[src/rtl/vdec_status_pkg.sv]
// Package: bit positions of the status word and detector sizing shared by
// the status register, its sub-blocks and its checker.
package vdec_status_pkg;
    localparam int STAT_W      = 8;
    localparam int BIT_COVF    = 0;
    localparam int BIT_LOVF    = 1;
    localparam int BIT_PLL     = 2;
    localparam int BIT_RSVD    = 3;
    localparam int BIT_FMT     = 4;
    localparam int BIT_FIELD   = 5;
    localparam int BIT_HLOCK   = 6;
    localparam int BIT_PRESENT = 7;
    localparam int NUM_STICKY  = 2;
    localparam int DEF_MISS_LIMIT = 31;
endpackage

[src/rtl/vdec_presence.sv]
// Presence detector: counts line periods that end without sync. The present
// flag clears once MISS_LIMIT such periods occur in a row, and sets again on
// the first synced period, which also restarts the count.
// Assumes line_tick is a one-cycle strobe and sync_seen is valid with it.
module vdec_presence #(
    parameter int MISS_LIMIT = 31
) (
    input  logic clk,
    input  logic rst_n,
    input  logic line_tick,
    input  logic sync_seen,
    output logic present
);
    localparam int CNT_W = $clog2(MISS_LIMIT + 1);
    localparam logic [CNT_W-1:0] LIMIT_V = CNT_W'(MISS_LIMIT);

    logic [CNT_W-1:0] miss_cnt;
    logic             at_limit;
    logic [CNT_W-1:0] cnt_inc;

    // Saturating increment of the miss count.
    always_comb begin
        at_limit = (miss_cnt == LIMIT_V);
        cnt_inc  = at_limit ? miss_cnt : miss_cnt + CNT_W'(1);
    end

    // Count missed lines and update the present flag on each line strobe.
    always_ff @(posedge clk) begin
        if (!rst_n) begin
            miss_cnt <= '0;
            present  <= 1'b0;
        end else if (line_tick) begin
            if (sync_seen) begin
                miss_cnt <= '0;
                present  <= 1'b1;
            end else begin
                miss_cnt <= cnt_inc;
                if (cnt_inc == LIMIT_V) present <= 1'b0;
            end
        end
    end
endmodule

[src/rtl/vdec_sticky.sv]
// Sticky flag bank: each flag sets on its event pulse and clears on a
// write strobe. A set in the same cycle as a clear wins.
// Assumes event pulses are synchronous to clk.
module vdec_sticky #(
    parameter int N = 2
) (
    input  logic         clk,
    input  logic         rst_n,
    input  logic [N-1:0] set_i,
    input  logic         clr_i,
    output logic [N-1:0] flag_o
);
    for (genvar g = 0; g < N; g++) begin : g_flag
        // Hold one flag: set has priority over clear.
        always_ff @(posedge clk) begin
            if (!rst_n)          flag_o[g] <= 1'b0;
            else if (set_i[g])   flag_o[g] <= 1'b1;
            else if (clr_i)      flag_o[g] <= 1'b0;
        end
    end
endmodule

[src/rtl/vdec_status.sv]
// Video decoder status register: assembles live status inputs, sticky
// overflow flags and a derived video-present bit into one read word.
// Assumes all inputs are synchronous to clk. The write data is not used,
// because a write only clears the sticky flags.
module vdec_status
    import vdec_status_pkg::*;
#(
    parameter int MISS_LIMIT = DEF_MISS_LIMIT
) (
    input  logic              clk,
    input  logic              rst_n,
    input  logic              line_tick,
    input  logic              sync_seen,
    input  logic              field_even,
    input  logic              hlock_in,
    input  logic              fmt625_in,
    input  logic              pll_unlock_in,
    input  logic              luma_ovf,
    input  logic              chroma_ovf,
    input  logic              wr_en,
    output logic [STAT_W-1:0] rd_data
);
    logic                  present;
    logic [NUM_STICKY-1:0] ovf_set;
    logic [NUM_STICKY-1:0] ovf_flag;

    assign ovf_set = {luma_ovf, chroma_ovf};

    vdec_presence #(.MISS_LIMIT(MISS_LIMIT)) u_presence (
        .clk       (clk),
        .rst_n     (rst_n),
        .line_tick (line_tick),
        .sync_seen (sync_seen),
        .present   (present)
    );

    vdec_sticky #(.N(NUM_STICKY)) u_sticky (
        .clk    (clk),
        .rst_n  (rst_n),
        .set_i  (ovf_set),
        .clr_i  (wr_en),
        .flag_o (ovf_flag)
    );

    // Assemble the read word from held and live sources.
    always_comb begin
        rd_data              = '0;
        rd_data[BIT_COVF]    = ovf_flag[0];
        rd_data[BIT_LOVF]    = ovf_flag[1];
        rd_data[BIT_PLL]     = pll_unlock_in;
        rd_data[BIT_RSVD]    = 1'b0;
        rd_data[BIT_FMT]     = fmt625_in;
        rd_data[BIT_FIELD]   = field_even;
        rd_data[BIT_HLOCK]   = hlock_in;
        rd_data[BIT_PRESENT] = present;
    end
endmodule

[config.mk]
export PLATFORM = sky130hd
export DESIGN_NAME = vdec_status
export DESIGN_NICKNAME = d
export VERILOG_FILES = /design/src/rtl/vdec_status_pkg.sv /design/src/rtl/vdec_presence.sv /design/src/rtl/vdec_sticky.sv /design/src/rtl/vdec_status.sv
export SDC_FILE = /design/constraint.sdc
export NUM_CORES = 1
export LEC_CHECK = 0
export CAP_MARGIN = 20
export CORE_AREA = 2 2 39 41
export CTS_BUF_LIST = sky130_fd_sc_hd__clkbuf_4
export CTS_CLUSTER_SIZE = 8
export DETAILED_ROUTE_END_ITERATION = 10
export DIE_AREA = 0 0 41 43
export GPL_TIMING_DRIVEN = 0
export PLACE_DENSITY = 0.78
export SLEW_MARGIN = 20
export SYNTH_ARGS = -nofsm -noshare
export SYNTH_HDL_FRONTEND = slang
export SYNTH_HIERARCHICAL = 1
export SYNTH_SLANG_ARGS = --single-unit
[constraint.sdc]
create_clock -name clk -period 1.9 [get_ports clk]
set_input_delay 0.285 -clock clk [delete_from_list [all_inputs] [get_ports clk]]
set_output_delay 0.285 -clock clk [all_outputs]
set_load 0.02 [all_outputs]
Yosys cells after proc, flatten, opt, wreduce, memory -nomap -nowiden
Cells that the tools add are included.
{"block": "totals", "ramBits": 0, "out_inout_bits": 8, "wordCells": 18, "register_bits": 8, "input_bits": 11, "romBits": 0, "latch_bits": 0, "n_memories": 0}
{"block": "classes", "reduce_logical": 4, "n_eq_ne": 2, "order_cmp": 0, "addsub": 1, "n_bitwise": 0, "shifts": 0, "mul": 0, "div_mod_pow": 0, "mux": 7}
{"operator": "5-bit == test, second input constant", "n": 2}
{"operator": "5-bit two-way mux", "n": 2}
{"operator": "2-bit nonzero test", "n": 3}
{"operator": "5-bit by 1-bit adder with 5-bit output, second input constant", "n": 1}
{"operator": "1-bit two-way mux", "n": 5}
{"operator": "2-bit AND reduction", "n": 1}

Depth between registers and ports, before layout
Gate-level depths: netlist (run 1).
{"block": "depth", "word_depth": 5, "mapped_depth": 5, "depth_no_buf": 5}

By module
The synthesis (run 1) kept the hierarchy.
{"module": "vdec_presence", "seq_area_each_um2": 120.1, "area_per_inst_um2": 350.3, "cells_per_inst": 41, "n_inst": 1}
{"module": "vdec_sticky", "seq_area_each_um2": 40.0, "area_per_inst_um2": 67.6, "cells_per_inst": 6, "n_inst": 1}
{"module": "vdec_status", "seq_area_each_um2": 0.0, "area_per_inst_um2": 48.8, "cells_per_inst": 7, "n_inst": 1}

Least setup slack after synthesis (run 1)
Ideal clock, no wire load.
{"block": "synth_path", "kind": "register -> register", "from": "register u_presence.miss_cnt[0]", "to": "register u_presence.miss_cnt[2]", "synth_period_minus_slack_ns": 1.431, "path_buffers": 0, "t_arrival_ns": 1.346, "stages_incl_launch_ff": 5, "setup_slack_ns": 0.469, "required_ns": 1.814, "path_cell_list": "dfxtp_1 > ha_1 > nand4_1 > a31o_2 > a211oi_1"}
{"block": "synth_between", "elab_chain_cells": 3}
{"element": "from (decl)", "line_no": "vdec_presence.sv:17", "source": "logic [CNT_W-1:0] miss_cnt;"}
{"element": "from (signal assigned)", "line_no": "vdec_presence.sv:37", "source": "miss_cnt <= cnt_inc;"}
{"element": "5-bit by 1-bit adder with 5-bit output / 5-bit == test (equally long branches)", "line_no": "vdec_presence.sv:24, vdec_presence.sv:23"}
{"element": "5-bit two-way mux (*)", "line_no": "vdec_presence.sv:24", "source": "cnt_inc = at_limit ? miss_cnt : miss_cnt + CNT_W'(1);"}
{"element": "5-bit two-way mux (*)", "line_no": "vdec_presence.sv:33", "source": "if (sync_seen) begin"}
Every way passes the cells marked *; elsewhere a longest branch is shown, timed or not.
A chain may end at the register's enable or synchronous reset.

Final worst setup path (run 1)
Same ends and word-level chain as after synthesis.

==> results of run 1 <==
## logic make-up after synthesis
group | count (synthesis)
AOI/OAI and AO/OA | 17
adders and majority gates | 1
buffers and inverters | 10
DFF | 8
muxes | 3
other | 1
and+or+nand+nor | 14
## worst max path at each step
| stage | startpoint | to | cells after the start |
|---|---|---|---|
| 5_1_grt | u_presence/miss_cnt[0]$_SDFFE_PN0P_ | u_presence/miss_cnt[2]$_SDFFE_PN0P_ | 4 |
| 4_1_cts | u_presence/miss_cnt[0]$_SDFFE_PN0P_ | u_presence/miss_cnt[2]$_SDFFE_PN0P_ | 4 |
| 2_1_floorplan | u_presence/miss_cnt[0]$_SDFFE_PN0P_ | u_presence/miss_cnt[2]$_SDFFE_PN0P_ | 4 |
| 3_5_place_dp | u_presence/miss_cnt[0]$_SDFFE_PN0P_ | u_presence/miss_cnt[2]$_SDFFE_PN0P_ | 4 |
| 3_3_place_gp | u_presence/miss_cnt[0]$_SDFFE_PN0P_ | u_presence/miss_cnt[2]$_SDFFE_PN0P_ | 4 |
| 6_report | u_presence/miss_cnt[0]$_SDFFE_PN0P_ | u_presence/miss_cnt[2]$_SDFFE_PN0P_ | 4 |
## power breakdown
group	switching (mW)	internal, mW	total (mW)	leakage [nW]
clock network	0.0527	0.0719	0.125	0.0138
registers	0.00434	0.174	0.178	0.0655
logic	0.0333	0.0441	0.0775	0.176
total	0.0903	0.290	0.380	0.255
## per-stage QoR
stage | cells | area [µm²] | worst slack (ps) | util [%]
3_3_place_gp | 83 | 617 | 314 | 44.6
4_1_cts | 86 | 639 | 259 | 46.2
5_1_grt | 86 | 639 | 100 | 46.2
3_5_place_dp | 83 | 617 | 267 | 44.6
2_1_floorplan | 54 | 467 | 469 | -
6_report | 86 | 639 | 249 | 46.2
## layer usage
metal  vias to the layer above  global-route usage, %  routed length (µm)
li1                        224                      -                   -
met1                       188                   18.4                 418
met2                        22                   18.8                 413
met3                         2                   5.24                  90
met4                         0                   6.00                   4
met5                         -                      0                   0
## synthesized netlist by cell type (2+ instances only)
| cell | count |
|---|---|
| sky130_fd_sc_hd__buf_4 | 6 |
| sky130_fd_sc_hd__nand2_1 | 2 |
| sky130_fd_sc_hd__nor2_1 | 4 |
| sky130_fd_sc_hd__inv_1 | 3 |
| sky130_fd_sc_hd__a31oi_1 | 2 |
| sky130_fd_sc_hd__dfxtp_1 | 8 |
| sky130_fd_sc_hd__o21a_1 | 2 |
| sky130_fd_sc_hd__a21oi_1 | 2 |
| sky130_fd_sc_hd__nor2b_1 | 2 |
| sky130_fd_sc_hd__a211oi_1 | 3 |
| sky130_fd_sc_hd__mux2i_1 | 2 |
## registers in the layout (all words and copies together) (netlist names)
name                 count
u_presence/present       1
u_sticky/flag_o          2
u_presence/miss_cnt      5
## worst max-delay path: stages, from the launching register on
cell and delay [ps]:
sky130_fd_sc_hd__dfxtp_1 420, sky130_fd_sc_hd__ha_1 310, sky130_fd_sc_hd__nand4_1 280, sky130_fd_sc_hd__a31o_2 330, sky130_fd_sc_hd__a211oi_1 220
## area by class of cell
type	count	area, µm²
clock buffer	3	22.5
inverter	3	11.3
sequential	8	160
fill	140	744
tap	16	20.0
multi-input combinational	36	246
buffer	7	48.8
timing repair buffer	13	130
==> summary.md, run 1 <==
- u_presence/present$_SDFFE_PN0P_ — Worst Hold Path EP
- compound AO/OA/AOI/OAI gates — largest family of logic cells by synthesized area
- 2 — worst hold path cell count
- sky130_fd_sc_hd__clkbuf_4 — Root Buffer
- 37.0% — Area Growth Syn to Fin
- sky130_fd_sc_hd__dfxtp_1 — Synth area leader
- 0 — Hold Vio Cnt, Final
- 7.51% — mux cell area share after synthesis
- 13.7% — total routing resource utilization after global routing
- 0 — number of enable-type register cells in the synthesized netlist
- 1 — number of levels in the clock H-tree
- 4 — iteration count of the initial detailed-routing pass
- sky130_fd_sc_hd__dfxtp_1 — predominant post-synthesis flop cell
- 716 µm — post-detail-place hpwl
- 7 — highest fanout seen on the critical path
- 50 ps — clock slew at the register clock pins of the worst setup and hold paths
- no — setup repair after global routing missed its margin
- 606 MHz — maximum clock frequency
- 10.8 µm — Routed wire per std cell
- 0% — share of flip-flops with an asynchronous set or reset after synthesis
- 0 — Setup violations, final
- 1760 µm² — die area
- 41 µm — width of the die
- u_presence/present$_SDFFE_PN0P_ — worst hold path startpoint
- 1380 µm² — area of the core
- 43 µm — vertical die dimension
- 411 — via count of the first global-routing pass
- 2060 ps — CP Data Required Time
- flip-flop — element type at the critical path end
- 0 — quantity of gates resized following cts
- reg2reg — worst hold-check path type
- u_presence/miss_cnt[2]$_SDFFE_PN0P_ — critical register-to-register path endpoint
- 467 µm² — synthesized area
- 8 — clk sink count
- 3 — number of buffers created by CTS
- 54 — Mapped Cells
- 380 µW — total power draw
- 34.3% — register area share after synthesis
- 1810 ps — Worst EP arrival
- 6 — number of synthesis warnings
- 0 ps — total negative setup slack
- 0 — number of DRC violations after detailed routing
- 0% — XOR/XNOR Fraction of Synth Area
- 927 µm — sum of routed wire length over all layers
- 0 — leftover overflow at the end of global routing
- 0 — post-cts hold buffer count
- 19 — number of ports placed on the die boundary
- 5.07 — Avg Vias per Cell
- 2 — largest buffer count on any clock path
- 13 — number of buffers added on ports
- 17.1% — share of layout cells above drive strength 1
- 1.68 mm — wire length of the first global-routing pass
- 14 — Cell Rows
- 0 — Antenna Cells
- 0 — buffer count from post-CTS setup fixing
- 0 — number of pins with negative max-slew slack in the final report
- u_presence/miss_cnt[0]$_SDFFE_PN0P_ — launching point of the worst reg2reg path
- 15.8% — post-synthesis simple-gate area fraction
- 29 — number of different library cells in the post-synthesis netlist
- 84 — final layout net count
- 263 µV — maximum ir drop on the vdd rail
- 0.738 — final weighted congestion in routability-driven placement
- 86.9% — portion of the clock cycle consumed by the worst path in the final layout
- sky130_fd_sc_hd__clkdlybuf4s50_1 (13), sky130_fd_sc_hd__dfxtp_1 (8), sky130_fd_sc_hd__buf_4 (6) — most frequent cells in the layout
- 0 — Maximum Capacitance Violations
- 250 ps — worst-case register-to-register setup slack
- finished clean — result of the run
- flip-flop — kind of start point of the critical path
- 34.3% — area share of the leading cell type in the synthesized netlist
- 250 ps — clock insertion delay at the later pin of the skew report
- 529 ps — Min Hold Slack
- 8.64 µm² — mean instance size in the synthesized netlist
- 0.255 nW — leakage power total
- 33.7% — effective utilization at floorplan
- sky130_fd_sc_hd__clkdlybuf4s50_1 — most common cell after layout, fill and taps aside
- reg2reg — type of the setup path with the least slack
- 1650 ps — Final Critical Period
- 26.0% — complex-gate fraction of the synthesized area
- 436 — total via count after detailed routing
- 0 — antenna violations before repair
- 11 — maximum number of pins on one net before global-route repair
- 2.68% — share of synthesized cell area in full adder, half adder and majority cells
- 4 — number of cells on the worst reg-to-reg path
- sky130_fd_sc_hd__dfxtp_1 (34%), sky130_fd_sc_hd__buf_4 (9.7%), sky130_fd_sc_hd__a211oi_1 (4.8%) — synth top area cells
- 0 — ANT nets after route
- 2.73 ps — worst clock skew
- 66 — Syn Nets
- 16 — DRC violation total after the first TritonRoute iteration
- 8 — synthesis-stage register bit count
- 595 nW/µm² — power per cell area
- yes — TritonCTS clock tree
No activity file was read; power rests on OpenSTA's default activity.
==> run 2, diff against run 1 <==
--- a/config.mk
+++ b/config.mk
@@ -12,6 +12,7 @@
 export DETAILED_ROUTE_END_ITERATION = 10
 export DIE_AREA = 0 0 41 43
 export GPL_TIMING_DRIVEN = 0
+export HOLD_SLACK_MARGIN = 0.15
 export PLACE_DENSITY = 0.78
 export SLEW_MARGIN = 20
 export SYNTH_ARGS = -nofsm -noshare
==> results of run 2 <==
The final DEF is identical to that of run 1; final timing and power are the same.
